<file path="src/rtl/loop_seq_pkg.sv">
package loop_seq_pkg;
  // Outcome of evaluating the current pc against the active loops
  typedef enum logic [1:0] {
    ACT_NONE   = 2'd0,
    ACT_REPEAT = 2'd1,
    ACT_EXIT   = 2'd2
  } act_e;
endpackage

</file>
<file path="src/rtl/loop_lifo.sv">
module loop_lifo #(
  parameter int AW    = 16,
  parameter int CW    = 16,
  parameter int DEPTH = 4,
  localparam int PW   = $clog2(DEPTH + 1),
  localparam int IW   = (DEPTH > 1) ? $clog2(DEPTH) : 1
) (
  input  logic                      clk,
  input  logic                      rst,
  input  logic                      push,
  input  logic [AW-1:0]             push_start,
  input  logic [AW-1:0]             push_end,
  input  logic [CW-1:0]             push_left,
  input  logic [PW-1:0]             pop_n,
  input  logic                      dec,
  input  logic [IW-1:0]             dec_idx,
  output logic [PW-1:0]             sp,
  output logic [DEPTH-1:0][AW-1:0]  starts,
  output logic [DEPTH-1:0][AW-1:0]  ends,
  output logic [DEPTH-1:0][CW-1:0]  lefts,
  output logic                      ovf
);
  localparam logic [PW-1:0] FULL = PW'(DEPTH);

  // named internal events
  logic push_ok, push_full;
  assign push_ok   = push && (sp != FULL);
  assign push_full = push && (sp == FULL);

  // three lock-step stacks, one write port per entry
  for (genvar g = 0; g < DEPTH; g++) begin : g_entry
    always_ff @(posedge clk) begin
      if (push_ok && (sp == PW'(g))) begin
        starts[g] <= push_start;
        ends[g]   <= push_end;
        lefts[g]  <= push_left;
      end else if (dec && (dec_idx == IW'(g))) begin
        lefts[g]  <= lefts[g] - CW'(1);
      end
    end
  end

  always_ff @(posedge clk) begin
    if (rst) begin
      sp  <= '0;
      ovf <= 1'b0;
    end else begin
      if (push_full) ovf <= 1'b1;
      if (push_ok)   sp  <= sp + PW'(1);
      else           sp  <= sp - pop_n;
    end
  end

  p_sp_bounded_r8: assert property (@(posedge clk) disable iff (rst)
    sp <= FULL);
  p_ovf_sticky_r8: assert property (@(posedge clk) disable iff (rst)
    ovf |=> ovf);
  p_full_push_holds_r8: assert property (@(posedge clk) disable iff (rst)
    push_full |=> (sp == FULL) && ovf);
  p_push_grows_r2: assert property (@(posedge clk) disable iff (rst)
    push_ok |=> sp == $past(sp) + PW'(1));
  p_dec_one_r2: assert property (@(posedge clk) disable iff (rst)
    (dec && !push) |=> lefts[$past(dec_idx)] == $past(lefts[dec_idx]) - CW'(1));
endmodule

</file>
<file path="src/rtl/loop_resolve.sv">
module loop_resolve
  import loop_seq_pkg::*;
#(
  parameter int AW    = 16,
  parameter int CW    = 16,
  parameter int DEPTH = 4,
  localparam int PW   = $clog2(DEPTH + 1),
  localparam int IW   = (DEPTH > 1) ? $clog2(DEPTH) : 1
) (
  input  logic                      clk,
  input  logic                      rst,
  input  logic                      eval,
  input  logic [AW-1:0]             pc,
  input  logic [PW-1:0]             sp,
  input  logic [DEPTH-1:0][AW-1:0]  ends,
  input  logic [DEPTH-1:0][CW-1:0]  lefts,
  output logic                      end_hit,
  output act_e                      act,
  output logic [IW-1:0]             hit_idx,
  output logic [PW-1:0]             pop_n
);
  logic          going;
  logic          hit_any;
  logic [IW-1:0] idx;

  // Walk from the innermost loop outward while pc keeps matching:
  // exhausted loops are popped, the first one with iterations left repeats.
  always_comb begin
    going   = eval;
    hit_any = 1'b0;
    end_hit = 1'b0;
    hit_idx = '0;
    pop_n   = '0;
    idx     = '0;
    for (int k = 0; k < DEPTH; k++) begin
      if (going && (PW'(k) < sp)) begin
        idx = IW'(sp - PW'(1) - PW'(k));
        if (ends[idx] == pc) begin
          if (k == 0) end_hit = 1'b1;
          if (lefts[idx] != '0) begin
            hit_any = 1'b1;
            hit_idx = idx;
            going   = 1'b0;
          end else begin
            pop_n = pop_n + PW'(1);
          end
        end else begin
          going = 1'b0;
        end
      end else begin
        going = 1'b0;
      end
    end
    if (hit_any)            act = ACT_REPEAT;
    else if (pop_n != '0)   act = ACT_EXIT;
    else                    act = ACT_NONE;
  end

  p_idle_no_action_r10: assert property (@(posedge clk) disable iff (rst)
    !eval |-> (act == ACT_NONE) && (pop_n == '0) && !end_hit);
  p_pops_within_stack_r7: assert property (@(posedge clk) disable iff (rst)
    pop_n <= sp);
endmodule

</file>
<file path="src/rtl/loop_seq.sv">
module loop_seq
  import loop_seq_pkg::*;
#(
  parameter int AW    = 16,
  parameter int CW    = 16,
  parameter int DEPTH = 4,
  localparam int PW   = $clog2(DEPTH + 1),
  localparam int IW   = (DEPTH > 1) ? $clog2(DEPTH) : 1
) (
  input  logic          clk,
  input  logic          rst,
  input  logic          step,
  input  logic          loop_cmd,
  input  logic [AW-1:0] pc,
  input  logic [AW-1:0] loop_end_in,
  input  logic [CW-1:0] loop_count_in,
  output logic          end_hit,
  output logic          redirect,
  output logic [AW-1:0] redirect_addr,
  output logic          loop_exit,
  output logic          ovf_err
);
  // first body address follows the loop instruction
  function automatic logic [AW-1:0] body_start(input logic [AW-1:0] at);
    return at + AW'(1);
  endfunction

  // repeats still owed after the first pass; 0 and 1 both mean one pass
  function automatic logic [CW-1:0] repeats_owed(input logic [CW-1:0] n);
    return (n == '0) ? '0 : n - CW'(1);
  endfunction

  logic                     push_req, eval;
  logic [PW-1:0]            sp, pop_n;
  logic [DEPTH-1:0][AW-1:0] starts, ends;
  logic [DEPTH-1:0][CW-1:0] lefts;
  logic [IW-1:0]            hit_idx;
  act_e                     act;

  assign push_req = step && loop_cmd;
  assign eval     = step && !loop_cmd;

  loop_lifo #(.AW(AW), .CW(CW), .DEPTH(DEPTH)) u_lifo (
    .clk        (clk),
    .rst        (rst),
    .push       (push_req),
    .push_start (body_start(pc)),
    .push_end   (loop_end_in),
    .push_left  (repeats_owed(loop_count_in)),
    .pop_n      (pop_n),
    .dec        (redirect),
    .dec_idx    (hit_idx),
    .sp         (sp),
    .starts     (starts),
    .ends       (ends),
    .lefts      (lefts),
    .ovf        (ovf_err)
  );

  loop_resolve #(.AW(AW), .CW(CW), .DEPTH(DEPTH)) u_resolve (
    .clk     (clk),
    .rst     (rst),
    .eval    (eval),
    .pc      (pc),
    .sp      (sp),
    .ends    (ends),
    .lefts   (lefts),
    .end_hit (end_hit),
    .act     (act),
    .hit_idx (hit_idx),
    .pop_n   (pop_n)
  );

  assign redirect      = (act == ACT_REPEAT);
  assign loop_exit     = (act == ACT_EXIT);
  assign redirect_addr = redirect ? starts[hit_idx] : '0;

  p_redirect_needs_end_r5: assert property (@(posedge clk) disable iff (rst)
    redirect |-> end_hit);
  p_empty_quiet_r9: assert property (@(posedge clk) disable iff (rst)
    (sp == '0) |-> !end_hit && !redirect && !loop_exit);
  p_stall_no_consume_r10: assert property (@(posedge clk) disable iff (rst)
    !step |=> $stable(sp));
endmodule

</file>
<file path="config.mk">
export PLATFORM = sky130hd
export DESIGN_NAME = loop_seq
export DESIGN_NICKNAME = d
export VERILOG_FILES = /design/src/rtl/loop_seq_pkg.sv /design/src/rtl/loop_lifo.sv /design/src/rtl/loop_resolve.sv /design/src/rtl/loop_seq.sv
export SDC_FILE = /design/constraint.sdc
export NUM_CORES = 1
export LEC_CHECK = 0
export ABC_CLOCK_PERIOD_IN_PS = 7000
export BUFFER_PORTS_ARGS = -buffer_cell sky130_fd_sc_hd__buf_2
export CAP_MARGIN = 30
export CORE_MARGIN = 2
export CORE_UTILIZATION = 35
export DETAILED_ROUTE_END_ITERATION = 8
export SKIP_LAST_GASP = 1
export SYNTH_ARGS = -nofsm -noshare
export SYNTH_HDL_FRONTEND = slang
export SYNTH_HIERARCHICAL = 1
export SYNTH_SLANG_ARGS = --single-unit
</file>
<file path="constraint.sdc">
create_clock -name clk -period 7 [get_ports clk]
set_clock_uncertainty 0.1 [all_clocks]
set_input_delay 0.7 -clock clk [delete_from_list [all_inputs] [get_ports clk]]
set_output_delay 0.7 -clock clk [all_outputs]
set_load 0.05 [all_outputs]
</file>
# [Word-level counts from Yosys, hierarchy flattened]
# Cells that the tools add are included.
[totals] mem_bits_ro=0 ramBits=0 mem_count=0 ff_bits=196 latchBits=0 inputBits=52 out_inout_bits=20 elab_cells=159
[classes] reduce_logical=29 n_mux=78 addsub=15 n_lt_le_gt_ge=9 n_eq_ne=14 div=0 mul=0 n_shift=0 bitwise=0
[op_table] operator="$mux W16" count=19
[op_table] operator="$bmux W16 S2" count=9
[op_table] operator="$sub A16 B1 Y16 const B" count=5
[op_table] operator="$eq A16 B16 Y1" count=4
[op_table] operator="$reduce_bool A16 Y1" count=4
[op_table] operator="$mux W3" count=12
[op_table] operator="$mux W2" count=14
[op_table] operator="$mux W1" count=24
[op_table] operator="$add A16 B1 Y16 const B" count=1
[op_table] operator="$logic_and A1 B1 Y1" count=16
[op_table] operator="$logic_not A16 Y1" count=1
[op_table] operator="$lt A2 B3 Y1 const B" count=5
[op_table] operator="$add A3 B1 Y3 const B" count=4
[op_table] operator="$reduce_bool A2 Y1" count=4
[op_table] operator="$eq A2 B2 Y1 const B" count=3
[op_table] operator="$eq A3 B2 Y1 const B" count=2
[op_table] operator="$lt A1 B3 Y1 const A" count=2
[op_table] operator="$lt A2 B3 Y1 const A" count=2
[op_table] operator="$eq A2 B1 Y1 const B" count=2
[op_table] operator="$sub A2 B1 Y2 const B" count=2
[op_table] operator="$sub A2 B2 Y2 const B" count=2
[op_table] operator="$eq A3 B1 Y1 const B" count=1
[op_table] operator="$eq A3 B3 Y1 const B" count=1
[op_table] operator="$logic_not A3 Y1" count=1
[op_table] operator="5 further kinds" count=5

# [Depth between registers and ports, before layout]
# Gate-level depths: netlist of the first run.
[logic_depth] ltp_word=26 depth_mapped=24

# [By module]
# Netlist of the first run, hierarchy kept.
[modules_own_cells] mod="loop_lifo" seq_area_each_um2=5845.6 instances=1 cells_each=531 area_each_um2=7777.5
[modules_own_cells] mod="loop_resolve" seq_area_each_um2=0.0 instances=1 cells_each=316 area_each_um2=2887.8
[modules_own_cells] mod="loop_seq" seq_area_each_um2=0.0 instances=1 cells_each=137 area_each_um2=1156.1

# [Worst setup path after synthesis of the first run]
# Ideal clock, no wire load.
[synth_path] path_kind="reg2reg" from="register u_lifo.sp[1]" to="register u_lifo/lefts[48] in the netlist's numbering, enable pin" period_less_slack_ns=5.934 setup_time_ns=0.411 arrival_time_ns=5.423 path_slack_ns=1.066 stages_incl_launch_ff=23 path_buffers=5 cell_sequence="dfxtp_1 -> buf_2 -> buf_2 -> buf_2 -> buf_1 -> nor3_1 -> o2111ai_1 -> nand3b_4 -> nor2_1 -> ha_1 -> inv_1 -> a211oi_2 -> ha_1 -> inv_1 -> mux2i_1 -> nor2b_2 -> o2bb2ai_1 -> a221oi_2 -> nand2b_1 -> clkbuf_1 -> inv_1 -> nand2_1 -> o21ai_0"
[synth_via] elab_chain_len=25 elab_cells_between_ends=95
[synth_lines] element="start, declared" line="loop_lifo.sv:17" text="output logic [PW-1:0] sp,"
[synth_lines] element="start signal, assigned" line="loop_lifo.sv:49" text="if (push_ok) sp <= sp + PW'(1);"
[synth_lines] element="start signal, assigned" line="loop_lifo.sv:50" text="else sp <= sp - pop_n;"
[synth_lines] element="$sub A2 B1 Y2" line="loop_resolve.sv:37" text="idx = IW'(sp - PW'(1) - PW'(k));"
[synth_lines] element="$bmux W16 S2" line="loop_resolve.sv:40" text="if (lefts[idx] != '0) begin"
[synth_lines] element="$mux W16 (not written as such)" line="loop_resolve.sv:40"
[synth_lines] element="$reduce_bool A16 Y1" line="loop_resolve.sv:40"
[synth_lines] element="$mux W1" line="loop_resolve.sv:40"
[synth_lines] element="$mux W3" line="loop_resolve.sv:38" text="if (ends[idx] == pc) begin"
[synth_lines] element="$mux W3" line="loop_resolve.sv:36" text="if (going && (PW'(k) < sp)) begin"
[synth_lines] element="$add A3 B1 Y3" line="loop_resolve.sv:45" text="pop_n = pop_n + PW'(1);"
[synth_lines] element="(+11 left out)"
[synth_lines] element="$reduce_bool A3 Y1" line="loop_resolve.sv:55" text="else if (pop_n != '0) act = ACT_EXIT;"
[synth_lines] element="$mux W2" line="loop_resolve.sv:55"
[synth_lines] element="$mux W2 *" line="loop_resolve.sv:54" text="if (hit_any) act = ACT_REPEAT;"
[synth_lines] element="net act[1]" line="loop_seq.sv:38" text="act_e act;"
[synth_lines] element="$eq A2 B1 Y1 *" line="loop_seq.sv:74" text="assign redirect = (act == ACT_REPEAT);"
[synth_lines] element="net redirect" line="loop_seq.sv:18" text="output logic redirect,"
[synth_lines] element="$logic_and A1 B1 Y1 *" line="loop_lifo.sv:37" text="end else if (dec && (dec_idx == IW'(g))) begin"
[synth_lines] element="$reduce_bool A2 Y1 (no source line) *"
[synth_lines] element="end signal, assigned by index" line="loop_lifo.sv:36" text="lefts[g] <= push_left;"
[synth_lines] element="end signal, assigned by index" line="loop_lifo.sv:38" text="lefts[g] <= lefts[g] - CW'(1);"
[synth_lines] element="end, declared" line="loop_lifo.sv:20" text="output logic [DEPTH-1:0][CW-1:0] lefts,"
# The timed path passes the listed nets; every way through them passes the cells marked *. The select of a mux whose other input is x is not followed.
# A chain may end at the register's enable or synchronous reset.

# [Worst setup path after layout of the first run]
[layout_path] from="register u_lifo.sp[0]" to="output redirect"
[layout_via] elab_chain_len=23 elab_cells_between_ends=76
[layout_lines] element="$sub A2 B1 Y2" line="loop_resolve.sv:37"
[layout_lines] element="$bmux W16 S2" line="loop_resolve.sv:40"
[layout_lines] element="$mux W16 (not written as such)" line="loop_resolve.sv:40"
[layout_lines] element="$reduce_bool A16 Y1" line="loop_resolve.sv:40"
[layout_lines] element="$mux W1" line="loop_resolve.sv:40"
[layout_lines] element="$mux W3" line="loop_resolve.sv:38"
[layout_lines] element="$mux W3" line="loop_resolve.sv:36"
[layout_lines] element="$add A3 B1 Y3" line="loop_resolve.sv:45"
[layout_lines] element="(+8 left out)"
[layout_lines] element="$mux W3" line="loop_resolve.sv:40"
[layout_lines] element="$mux W3" line="loop_resolve.sv:38"
[layout_lines] element="$mux W3" line="loop_resolve.sv:36"
[layout_lines] element="$reduce_bool A3 Y1" line="loop_resolve.sv:55"
[layout_lines] element="$mux W2" line="loop_resolve.sv:55"
[layout_lines] element="$mux W2 *" line="loop_resolve.sv:54"
[layout_lines] element="net act[1]" line="loop_seq.sv:38"
[layout_lines] element="$eq A2 B1 Y1 *" line="loop_seq.sv:74"
[layout_lines] element="end, declared" line="loop_seq.sv:18"
# Marked as above.

==> reports/qor.yml, run 1 <==
vdd_ir_drop_max_v: 0.000173
power_density_mw_per_mm2: 197
clock.fmax_ghz: 0.155
synth-simple-area-share_pct: 16.0
post_cts_buffers: 0
synth-xor-area-share_pct: 10.4
maxSlewHeadroom_pct: 38.6
synthAdderAreaFrac_pct: 1.23
cp.required_ns: 6.20
post-place-ws_ns: 1.04
synth-compound-area-share_pct: 6.87
nets: 1106
grt_pass1_vias: 7951
ctsHoldBuffers: 0
swShare_pct: 26.6
fin_ws_ns: 0.561
rsz0062_at_grt: "no"
crit_path_end_kind: "output port"
drtPass1Iterations: 7
numCtsBuffers: 17
routed_wirelength_mm: 28.7
yosysWarnings: 6
p_sw_uw: 692
vias: 8097
synth-async-reset-ratio_pct: 0
gp_congestion: 0.863
seqPwrFrac_pct: 51.8
grt_max_degree: 65
rows: 67
arrival_ns: 5.64
path_class: "reg -> out"
drv_cap: 0
power.share.combinational_pct: 10.1
synthDistinctLibCells: 84
cp-start-kind: "flop"
syn-num-nets: 1047
tightest_slew_ns: 0.921
cts_root_buffer: "clkbuf_16"
intPower_uw: 1910
hp-class: "in -> reg"
drc_errors: 0
post-route-min-period_ns: 6.44
cts_max_path_buffers: 2
ys.flop_type: "edfxtp_1"
yosysTopAreaCell: "edfxtp_1"
layout-drive-gt1-share_pct: 18.7
core_sq_mm: 0.0334
wl_per_cell_um: 19.1
ys_seq_area_share_pct: 49.4
postRouteAntennaNets: 0
antenna_found_initial: 1
io_buffers: 71
cp_max_fo: 64
grt_pass1_wl_mm: 44.8
synth_area_sq_mm: 0.0118
cts-resized-gates: 0
grt_usage_pct: 16.4
crit_family: "buffers and inverters"
clk_pin_slew_ns: 0.08
critPathMaxStageDelay_ns: 0.96
status: "completed"
ys_seq_elements: 196
synth_edf_count: 192
cts_tree: "yes"
htreeDepth: 4
crit_chain: "buf_4 -> mux2i_2 -> o21ai_0 -> nor3_1 -> a22o_1 -> nand3b_4 -> nor2_1 -> ha_1 -> inv_1 -> a211oi_2 -> ha_1 -> inv_1 -> mux2i_1 -> nor2b_2 -> o2bb2ai_1 -> a221oi_2 -> nand2b_1 -> inv_1 -> buf_2"
die_area_sq_mm: 0.0353
pin_count: 72
period_share_pct: 92.0
synth_top_family_by_area: "simple AND/OR/NAND/NOR gates"
critPathBufInv: 5
syn_inst: 984
hpwl_mm: 20.2
dieHeight_um: 188
overflow: 0
crit_path_frequent_cell: "inv_1"
synth_area_per_cell_sq_um: 12.0
fin_tns_setup_ns: 0
hold_viol: 0
yosys-top-cells-area: "edfxtp_1 49%, mux4_2 8.4%, xnor2_1 5.4%, xor2_1 5.0%, mux2i_1 3.6%"
p_clk_share_pct: 38.1
cp_slowest_cell: "dfxtp_4"
setup_viol: 0
initial_core_util_pct: 35.4
routed_via_density: 5.38
synth_mux_area_share_pct: 13.2
areaGrowthSynthToFinish_pct: 11.7
fp.dieW_um: 188
slew_viol_final: 0
clk_latency_ns: 0.45
drt_iter0_drc: 669
leakage_uw: 0.00416
synth_top_area_share_pct: 48.8
cts.sinks: 196
antenna_cells: 0
[kinds of logic after synthesis]
group	after synthesis
AND/OR/NAND/NOR	344
flip-flops	196
AO/OA/AOI/OAI	124
adder cells (fa/ha/maj)	11
XOR/XNOR	141
buffers and inverters	71
multiplexers	97
[registers in the layout, indices dropped and copies added (netlist names)]
name / flops
u_lifo/ovf: 1
u_lifo/sp: 3
u_lifo/starts: 64
u_lifo/ends: 64
u_lifo/lefts: 64
[power groups by stage]
stage,clock network [uW],logic [uW],registers (uW)
3_5_place_dp,0,262,1380
6_report,993,263,1350
4_1_cts,1020,263,1350
2_1_floorplan,0,193,1360
3_3_place_gp,0,260,1380
5_1_grt,1060,284,1360
[cells in the final DEF (no fill, tap or decap), types with 10 or more instances in the layout]
cell type	n
xor2_1	68
buf_4	10
buf_2	71
mux2i_1	43
inv_1	24
mux4_2	44
nor4_1	38
xnor2_1	73
a21oi_1	19
nor2_1	68
nor3_1	18
nand2_1	80
ha_1	10
nand4_1	22
clkbuf_16	17
o21ai_0	49
nor2b_1	28
edfxtp_1	192
nand3_1	24
[worst paths after layout]
path                            from                         end  slack, ns  cells after the start
max          u_lifo/sp[0]$_SDFF_PP0_                    redirect       0.56                     19
min                              rst     u_lifo/sp[1]$_SDFF_PP0_       0.36                      2
max reg2reg  u_lifo/sp[0]$_SDFF_PP0_  u_lifo/lefts[56]$_DFFE_PP_       1.11                     21
min reg2reg  u_lifo/ovf$_SDFFE_PP0P_     u_lifo/ovf$_SDFFE_PP0P_       0.39                      2
[cell usage after synthesis, drive strengths merged (5+ instances only)]
cell type,instances
a21oi,19
a31oi,7
and2,6
and3,5
buf,26
clkbuf,16
edfxtp,192
ha,10
inv,28
mux2,7
mux2i,46
mux4,44
nand2,80
nand3,25
nand3b,8
nand4,22
nand4b,5
nor2,68
nor2b,29
nor3,20
nor3b,6
nor4,40
o21ai,55
or3,6
or4,8
xnor2,73
xor2,68
[through the flow]
stage | hold slack (ns) | power, uW | util, % | std cells | area, sq um
2_1_floorplan | 0.452 | 1550 | - | 984 | 11800
3_3_place_gp | 0.362 | 1640 | 37.7 | 1471 | 12600
3_5_place_dp | 0.371 | 1640 | 37.7 | 1471 | 12600
4_1_cts | 0.328 | 2630 | 39.6 | 1503 | 13200
5_1_grt | 0.355 | 2700 | 39.6 | 1504 | 13200
6_report | 0.355 | 2610 | 39.6 | 1504 | 13200
[metal layers]
metal  routed length [um]  track usage [%]
met1                13400             22.5
met2                13300             26.3
met3                 1370             2.84
met4                  606             5.36
met5                   11                0
[final cells by class]
class	instances	area (sq um)
fill	3254	20200
sequential	196	5850
multi-input combinational	717	5640
tap	448	561
timing repair buffer	82	435
clock buffer	17	425
clock inverter	15	185
inverter	29	109
(Power assumes the default switching activity.)
==> inputs of run 2 (changes only) <==
--- a/config.mk
+++ b/config.mk
@@ -5,7 +5,7 @@
 export SDC_FILE = /design/constraint.sdc
 export NUM_CORES = 1
 export LEC_CHECK = 0
-export ABC_CLOCK_PERIOD_IN_PS = 7000
+export ABC_CLOCK_PERIOD_IN_PS = 8200
 export BUFFER_PORTS_ARGS = -buffer_cell sky130_fd_sc_hd__buf_2
 export CAP_MARGIN = 30
 export CORE_MARGIN = 2
==> constraint.sdc (replaced) <==
create_clock -name clk -period 8.2 [get_ports clk]
set_clock_uncertainty 0.1 [all_clocks]
set_input_delay 0.82 -clock clk [delete_from_list [all_inputs] [get_ports clk]]
set_output_delay 0.82 -clock clk [all_outputs]
set_load 0.05 [all_outputs]
==> reports/qor.yml, run 2 (synthesis results as in run 1) <==
cp_slowest_cell: "dfxtp_2"
dieHeight_um: 188  # unchanged
final_cell_mix: "192 x edfxtp_1, 80 x nand2_1, 73 x xnor2_1"
cp-start-kind: "flop"
rows: 67  # unchanged
ctsHoldBuffers: 0  # unchanged
drtPass1Iterations: 5  # -2
final_cells: 1505  # +0.066%
crit_chain: "buf_4 -> inv_2 -> mux2_2 -> o2111a_1 -> o2111ai_1 -> nand3b_4 -> nor2_1 -> ha_1 -> inv_1 -> a211oi_2 -> ha_1 -> inv_1 -> mux2i_1 -> nor2b_2 -> o2bb2ai_1 -> a221oi_2 -> nand2b_1 -> inv_1 -> buf_2"
power_density_mw_per_mm2: 172  # -13%
hpwl_mm: 20.2  # -0.33%
clk_latency_ns: 0.44  # about the same
fin_util_pct: 39.8  # +0.18 points
rsz0062_at_grt: "no"
placed_cells: 1471  # unchanged
fin_tns_setup_ns: 0  # unchanged
layout_commonest_cell: "edfxtp_1"
layout-drive-gt1-share_pct: 18.7  # unchanged
setup_viol: 0  # unchanged
arrival_ns: 5.55  # -0.09 ns
cts.sinks: 196  # unchanged
grt_max_degree: 70  # +7.7%
vias: 8058  # -0.48%
io_buffers: 71  # unchanged
cts_tree: "yes"
cp_max_fo: 25  # -61%
clock.fmax_ghz: 0.155
grt_usage_pct: 16.4  # about the same
grt_pass1_vias: 7738  # -2.7%
post_cts_buffers: 0  # unchanged
vdd_ir_drop_max_v: 0.000145  # -16%
grt_pass1_wl_mm: 44.7  # -0.26%
die_area_sq_mm: 0.0353  # unchanged
clk_pin_slew_ns: 0.07  # about the same
critPathMaxStageDelay_ns: 0.73  # -0.23 ns
antenna_found_initial: 2  # +1
period_share_pct: 78.9
numCtsBuffers: 17  # unchanged
status: "completed"
leakage_uw: 0.00419  # +0.69%
hold_viol: 0  # unchanged
areaGrowthSynthToFinish_pct: 12.2
top_regs: "u_lifo/ends: 64 flops, u_lifo/lefts: 64 flops, u_lifo/starts: 64 flops"
fp.dieW_um: 188  # unchanged
crit_path_end_kind: "output port"
gp_congestion: 0.895  # +3.7%
cts-resized-gates: 0  # unchanged
postRouteAntennaNets: 0  # unchanged
htreeDepth: 4  # unchanged
critPathBufInv: 6  # +1
cts_root_buffer: "clkbuf_16"
overflow: 0  # unchanged
cts_max_path_buffers: 2  # unchanged
routed_wirelength_mm: 28.7  # about the same
crit_path_frequent_cell: "inv_1"
hp-class: "reg -> reg"
fillers: 3250  # -0.12%
tightest_slew_ns: 1.00  # +0.0811 ns
post-route-min-period_ns: 6.47
crit_family: "buffers and inverters"
maxSlewHeadroom_pct: 32.3  # -6.3 points
drv_cap: 0  # unchanged
slew_viol_final: 0  # unchanged
wl_per_cell_um: 19.1  # -0.15%
nets: 1106  # unchanged
pin_count: 72  # unchanged
drt_iter0_drc: 641  # -4.2%
drc_errors: 0  # unchanged
routed_via_density: 5.35  # -0.55%
initial_core_util_pct: 35.4  # unchanged
path_class: "reg -> out"
core_sq_mm: 0.0334  # unchanged
cp.required_ns: 7.28  # +1.08 ns
[run 2: final cells by class]
type | instances | area (sq um) | share of cell area, %
diodes | 1 | 2.50 | 0.0189
clock buffers | 17 | 425 | 3.21
clock inverters | 15 | 220 | 1.66
inverters | 29 | 109 | 0.820
multi-input cells | 717 | 5640 | 42.5
flip-flops and latches | 196 | 5850 | 44.1
well taps | 448 | 561 | 4.22
repair buffers | 82 | 458 | 3.45
[run 2: stage by stage]
step	hold WS [ns]	power (uW)	worst slack (ns)	area, sq um
finish	0.398	2280	1.73	13300
global route	0.414	2360	1.29	13300
CTS	0.410	2300	1.65	13200
detailed placement	0.387	1400	2.18	12600
global placement	0.368	1400	2.36	12600
floorplan	0.452	1320	2.27	11800
[run 2: worst reg2reg max path, cell delays in order (launching register included)]
cell,delay [ns]
dfxtp_2,0.73
buf_4,0.50
inv_2,0.29
mux2_2,0.35
o2111a_1,0.23
o2111ai_1,0.13
nand3b_4,0.22
nor2_1,0.05
ha_1,0.30
inv_1,0.04
a211oi_2,0.37
ha_1,0.22
inv_1,0.08
mux2i_1,0.17
nor2b_2,0.07
o2bb2ai_1,0.20
a221oi_2,0.10
nand2b_1,0.51
inv_1,0.24
nand2_1,0.10
o21ai_1,0.22
buf_4,0.29
[run 2: path summary, 6_finish.rpt]
check,from,to,slack [ns],cells after the start
setup / recovery,u_lifo/sp[1]$_SDFF_PP0_,redirect,1.73,19
hold / removal,u_lifo/ovf$_SDFFE_PP0P_,u_lifo/ovf$_SDFFE_PP0P_,0.40,2
setup reg to reg,u_lifo/sp[1]$_SDFF_PP0_,u_lifo/lefts[59]$_DFFE_PP_,2.40,21
hold reg to reg,u_lifo/ovf$_SDFFE_PP0P_,u_lifo/ovf$_SDFFE_PP0P_,0.40,2
[run 2: power breakdown]
part / internal, uW / switching, uW / leakage [uW]
Combinational: 97.8 / 138 / 0.00210
Sequential: 1120 / 19.1 / 0.00178
Clock: 454 / 448 / 0.000312
[run 2: layer usage]
layer	track usage [%]	wire (um)	vias up
met4	5.15	546	2
met5	0	13	-
met3	2.71	1350	31
met2	25.9	13300	209
li1	-	-	3864
met1	23.1	13400	3952
